**src/rtl/sar_pkg.sv**
```systemverilog
package sar_pkg;
   localparam int unsigned SAR_MIN_WIDTH = 2;
   localparam int unsigned SAR_MAX_WIDTH = 64;

   function automatic bit sar_width_ok(input int unsigned w);
      return (w >= SAR_MIN_WIDTH) && (w <= SAR_MAX_WIDTH);
   endfunction
endpackage

```
**src/rtl/sar_trial_ptr.sv**
```systemverilog
module sar_trial_ptr #(
   parameter int unsigned WIDTH = 8
) (
   input  logic             clk,
   input  logic             start_n,
   input  logic             adv,
   output logic [WIDTH-1:0] ptr,
   output logic             done_n
);
   localparam logic [WIDTH-1:0] PTR_INIT = {1'b1, {(WIDTH-1){1'b0}}};

   always_ff @(posedge clk) begin
      if (!start_n) begin
         ptr    <= PTR_INIT;
         done_n <= 1'b1;
      end else if (adv) begin
         if (ptr[0]) done_n <= 1'b0;
         else        ptr    <= ptr >> 1;
      end
   end
endmodule

```
**src/rtl/sar_bit_cell.sv**
```systemverilog
module sar_bit_cell #(
   parameter logic RESET_VAL = 1'b1
) (
   input  logic clk,
   input  logic start_n,
   input  logic adv,
   input  logic sel,
   input  logic preset,
   input  logic din,
   output logic q
);
   always_ff @(posedge clk) begin
      if (!start_n)    q <= RESET_VAL;
      else if (adv) begin
         if (sel)         q <= din;
         else if (preset) q <= 1'b0;
      end
   end
endmodule

```
**src/rtl/sar_serial_delay.sv**
```systemverilog
module sar_serial_delay (
   input  logic clk,
   input  logic din,
   output logic dout
);
   always_ff @(posedge clk) dout <= din;
endmodule

```
**src/rtl/sar_chain_reg.sv**
```systemverilog
module sar_chain_reg
   import sar_pkg::*;
#(
   parameter int unsigned WIDTH = 8
) (
   input  logic             clk,
   input  logic             start_n,
   input  logic             en_n,
   input  logic             din,
   output logic [WIDTH-1:0] q,
   output logic             q_msb_n,
   output logic             done_n,
   output logic             dout
);
   localparam int unsigned MSB = WIDTH - 1;

   if (!sar_width_ok(WIDTH)) begin : g_bad_width
      $error("sar_chain_reg: WIDTH %0d outside supported range", WIDTH);
   end

   logic [WIDTH-1:0] ptr;
   logic [WIDTH-1:0] bits;
   logic             adv;

   // Trials advance only while enabled and not yet complete.
   assign adv = ~en_n & done_n;

   sar_trial_ptr #(.WIDTH(WIDTH)) u_ptr (
      .clk    (clk),
      .start_n(start_n),
      .adv    (adv),
      .ptr    (ptr),
      .done_n (done_n)
   );

   for (genvar i = 0; i < WIDTH; i++) begin : g_bit
      logic preset;
      if (i == MSB) begin : g_top
         assign preset = 1'b0;
      end else begin : g_low
         assign preset = ptr[i+1];
      end
      sar_bit_cell #(.RESET_VAL((i == MSB) ? 1'b0 : 1'b1)) u_cell (
         .clk    (clk),
         .start_n(start_n),
         .adv    (adv),
         .sel    (ptr[i]),
         .preset (preset),
         .din    (din),
         .q      (bits[i])
      );
   end

   sar_serial_delay u_dly (
      .clk (clk),
      .din (din),
      .dout(dout)
   );

   assign q       = {bits[MSB] | en_n, bits[MSB-1:0]};
   assign q_msb_n = ~q[MSB];
endmodule

```
**config.mk**
```make
export PLATFORM = sky130hd
export DESIGN_NAME = sar_chain_reg
export DESIGN_NICKNAME = d
export VERILOG_FILES = /design/src/rtl/sar_pkg.sv /design/src/rtl/sar_trial_ptr.sv /design/src/rtl/sar_bit_cell.sv /design/src/rtl/sar_serial_delay.sv /design/src/rtl/sar_chain_reg.sv
export SDC_FILE = /design/constraint.sdc
export NUM_CORES = 1
export LEC_CHECK = 0
export BUFFER_PORTS_ARGS = -buffer_cell sky130_fd_sc_hd__buf_2
export CAP_MARGIN = 10
export CORE_MARGIN = 2
export CORE_UTILIZATION = 47
export DETAILED_ROUTE_END_ITERATION = 10
export PLACE_DENSITY = 0.72
export SYNTH_ARGS = -nofsm -noshare
export SYNTH_HDL_FRONTEND = slang
export SYNTH_HIERARCHICAL = 1
export SYNTH_SLANG_ARGS = --single-unit
export TNS_END_PERCENT = 10
```
**constraint.sdc**
```tcl
create_clock -name clk -period 1.7 [get_ports clk]
set_input_delay 0.255 -clock clk [delete_from_list [all_inputs] [get_ports clk]]
set_output_delay 0.255 -clock clk [all_outputs]
set_load 0.005 [all_outputs]
```
Yosys cells after proc, flatten, opt, wreduce, memory -nomap -nowiden
Index checks and enable logic that the tools add are counted.

operators by class
  reductions and logical operators = 17
  bitwise logic cells = 5
  muxes and demuxes = 15

operators with widths
  operator           number
  $reduce_and 2->1   10
  $mux 1             15
  $reduce_bool 2->1  7
  $not 1->1          3
  $and 1x1->1        1
  $or 1x1->1         1

storage, ports and cells
  logic and storage cells = 49
  bits of input ports = 4
  output and inout port bits = 11
  register bits after elaboration = 18

Depth between registers and ports, before layout
  depth in word-level cells = 3
  mapped depth = 4

By module
Netlist, hierarchy kept.

modules (own cells, without submodules)
  module                              area each (µm²)  times used  cells an instance
  sar_bit_cell (g_bit[0].u_cell ...)  48.8             7           5
  sar_trial_ptr                       330.3            1           31
  sar_chain_reg                       72.6             1           11
  sar_bit_cell (g_bit[7].u_cell)      42.5             1           5
  sar_serial_delay                    20.0             1           1

Least setup slack after synthesis
OpenSTA, ideal clock, no wires.

  path kind = register to register
  start point = register u_ptr.done_n
  end point = register u_ptr.ptr[1]
  path buffers = 1
  period minus slack after synthesis = 1.654 ns
  slack = 0.046 ns
  stages on the path, launching flop included = 5
  arrival = 1.583 ns
  required time = 1.628 ns
  library setup time = 0.072 ns
  cells stage by stage = dfxtp_1 > nor2b_1 > nor2b_4 > buf_6 > mux2i_1

between the ends
  word-level cells in the longest chain between the ends = 2

RTL lines
  what                        RTL line             RTL
  start: declaration          sar_trial_ptr.sv:8   output logic done_n
  start signal: assignment    sar_trial_ptr.sv:15  done_n <= 1'b1;
  start signal: assignment    sar_trial_ptr.sv:17  if (ptr[0]) done_n <= 1'b0;
  $and 1x1->1                 sar_chain_reg.sv:26  assign adv = ~en_n & done_n;
  net adv                     sar_chain_reg.sv:23  logic adv;
  $reduce_and 2->1 (no line)  --
  end signal: assignment      sar_trial_ptr.sv:18  else ptr <= ptr >> 1;
  end: declaration            sar_trial_ptr.sv:7   output logic [WIDTH-1:0] ptr,

The timed path passes the listed nets, and every way through them passes these cells.
A chain may end at the register's enable or synchronous reset.

Worst setup path in the final report
  start point = register g_bit[7].u_cell.q
  end point = output q[7]

between the ends
  word-level cells in the longest chain between the ends = 1

RTL lines
  what                      RTL line             RTL
  start: declaration        sar_bit_cell.sv:10   output logic q
  start signal: assignment  sar_bit_cell.sv:15   if (sel) q <= din;
  $or 1x1->1                sar_chain_reg.sv:60  assign q = {bits[MSB] | en_n, bits[MSB-1:0]};
  end: declaration          sar_chain_reg.sv:10  output logic [WIDTH-1:0] q,

Every way passes these cells.

==> results.json <==
{
  "syn_nets": 87,
  "viasPerCell": 4.927,
  "rrSetupSlack_ns": 0.54,
  "hpwl_um": 818.7,
  "cts_setup_buffers": 0,
  "outcome": "complete, no violations",
  "initialDrtViolationCount": 7,
  "grt_pass1_vias": 515,
  "finish.utilization": 0.5642,
  "drt_wl_total_mm": 1.177,
  "route.detailed.drc": 0,
  "max_freq_ghz": 0.8430,
  "first_pass_iters": 4,
  "setup_tns_ns": 0,
  "postCtsHoldBufs": 0,
  "htreeDepth": 1,
  "r2r_start": "u_ptr/done_n",
  "antenna_found_initial": 0,
  "worstSetupEndpoint": "q[7]",
  "required_ns": 1.44,
  "path_delay_family": "flip-flops",
  "grt_max_degree": 20,
  "clk_latency_ns": 0.28,
  "gp_congestion": 0.6514,
  "vias": 542,
  "cts_root_buf": "clkbuf_4",
  "ant_nets": 0,
  "drive_gt1_frac": 0.3085,
  "syn_to_final_growth_pct": 8.992,
  "drv_slew": 0,
  "num_io_pins": 15,
  "grt_pass1_wl_mm": 2.118,
  "tritoncts": "yes",
  "cp_max_fo": 3,
  "yosysWarnings": 6,
  "power.density_nw_per_um2": 874.3,
  "portBuffers": 14,
  "wl_per_cell_um": 10.70,
  "arrival_ns": 0.93,
  "cp.depth": 2,
  "cts.path.max_buffers": 2,
  "crit_buf_inv": 1,
  "end_kind": "output pin",
  "dieArea_um2": 2064,
  "yosysSeqAreaShare": 0.4465,
  "diodes": 0,
  "min_period_ns": 1.186,
  "path_cells": "or2_1 > buf_2",
  "fin_skew_ns": 0.0007935,
  "syn-cell-area_um2": 807.0,
  "r2r_end": "u_ptr/ptr[6]",
  "synthCells": 83,
  "hp-class": "input port to flop",
  "cts_num_sinks": 18,
  "coreArea_um2": 1559,
  "cpPeakStageDelay_ns": 0.33,
  "postCtsResizedCells": 0,
  "die_w_um": 45.44,
  "nFillCells": 130,
  "cp_slowest_cell": "dfxtp_1",
  "synth-seq-cells": 18,
  "avgSynthCellArea_um2": 9.723,
  "row_count": 14,
  "grt_usage": 0.1414,
  "finalCritPeriodShare": 0.6978,
  "drv_cap": 0,
  "grt_overflow": 0,
  "die_h_um": 45.44,
  "rsz0062_at_grt": "false",
  "cts_made_buffers": 3,
  "hold_viol": 0,
  "start_util": 0.5177,
  "critical_path_class": "flop to output pin",
  "nets": 99,
  "synth_cell_types": 20,
  "setup_viol": 0,
  "vdd_drop_max_uv": 436.8,
  "crit_start": "g_bit[7].u_cell/q",
  "r2r.worst_path.cells": 3,
  "min_delay_path_depth": 1,
  "power_leakage_nw": 0.3998,
  "clkSlewWorstSetupHoldPaths_ns": 0.10,
  "crit_path_start_kind": "flop"
}
==> per-stage QoR <==
| step | total power [mW] | area [µm²] | hold WS [ns] | instances | worst slack [ns] |
|---|---|---|---|---|---|
| finish | 0.7690 | 879.6 | 0.1986 | 110 | 0.5137 |
| global route | 0.8045 | 879.6 | 0.1964 | 110 | 0.4227 |
| CTS | 0.7824 | 879.6 | 0.1904 | 110 | 0.4988 |
| detailed placement | 0.5275 | 843.3 | 0.4571 | 106 | 0.5343 |
| global placement | 0.5252 | 843.3 | 0.4583 | 106 | 0.5757 |
| floorplan | 0.5064 | 807.0 | 0.2827 | 83 | 0.04592 |
==> cell families after synthesis <==
family / synth area share
and+or+nand+nor: 0.1380
DFF: 0.4465
muxes: 0.07442
buffers and inverters: 0.1225
AOI/OAI and AO/OA: 0.2139
other: 0.004647
==> worst min-delay path by stage <==
stage                                 start                 to  slack (ns)
after CTS                               din         u_dly/dout        0.19
final                                   din         u_dly/dout        0.20
after floorplan                         din         u_dly/dout        0.28
after global placement    g_bit[7].u_cell/q  g_bit[7].u_cell/q        0.46
after global routing                    din         u_dly/dout        0.20
after detailed placement  g_bit[7].u_cell/q  g_bit[7].u_cell/q        0.46
==> where the power goes <==
part | leakage, nW | switching (mW) | internal, mW
clock network | 0.0210 | 0.122 | 0.130
logic | 0.232 | 0.0382 | 0.0329
registers | 0.147 | 0.00985 | 0.436
==> worst reg2reg max path, stage by stage, from the launching register on <==
cell,delay (ns)
dfxtp_1,0.34
nor2b_1,0.21
nor2b_4,0.32
mux2i_1,0.22
==> state kept, by name, indices dropped and copies added (netlist names) <==
name / count
u_dly/dout: 1
u_ptr/ptr: 8
u_ptr/done_n: 1
g_bit.u_cell/q: 8
==> synthesized netlist by cell type <==
cell type   n  area (µm²)
o21ai_0     1       5.000
o21a_1      8       60.06
inv_1       8       30.03
nand4_1     1       6.260
o211ai_2    7       87.58
dfxtp_1    18       360.4
nor2_1      1       3.750
conb_1      1       3.750
nand3_1     7       35.03
a21oi_1     1       5.000
o21ai_1     1       5.000
buf_2       1       5.000
a21bo_2     1       10.01
nor2b_4     1       13.76
buf_6       1       11.26
mux2i_1     6       60.06
buf_4       7       52.55
nor2b_1     2       12.51
or2_1       1       6.260
nand2_1     9       33.78
==> cell type report <==
| cell class | count | area [µm²] | share of cell area |
|---|---|---|---|
| clock buffer | 4 | 36.28 | 0.04125 |
| timing repair buffer | 16 | 85.08 | 0.09673 |
| multi-input combinational | 48 | 347.8 | 0.3954 |
| inverter | 8 | 30.03 | 0.03414 |
| tap | 16 | 20.02 | 0.02276 |
| sequential | 18 | 360.3 | 0.4097 |
==> cell usage in the layout, fill, tap and decap left out <==
cell type / netlist / routed
o21a_1: 8 / 8
clkbuf_4: 0 / 3
nand4_1: 1 / 1
o211ai_2: 7 / 7
nand3_1: 7 / 7
buf_4: 7 / 2
clkbuf_8: 0 / 1
nor2_1: 1 / 1
dfxtp_1: 18 / 18
conb_1: 1 / 1
a21oi_1: 1 / 1
buf_2: 1 / 14
nand2_1: 9 / 9
a21bo_2: 1 / 1
nor2b_4: 1 / 1
nor2b_1: 2 / 2
inv_1: 8 / 8
or2_1: 1 / 1
mux2i_1: 6 / 6
o21ai_1: 1 / 1
o21ai_0: 1 / 1
==> layer usage <==
metal | wire length, µm | share of wire | up-vias | track usage
met5 | 0 | 0 | - | 0
met4 | 12 | 0.010 | 0 | 0.07059
met3 | 44 | 0.037 | 2 | 0.02381
met2 | 565 | 0.48 | 11 | 0.2479
met1 | 555 | 0.47 | 233 | 0.1634
li1 | - | - | 296 | -
(Power assumes the default switching activity.)
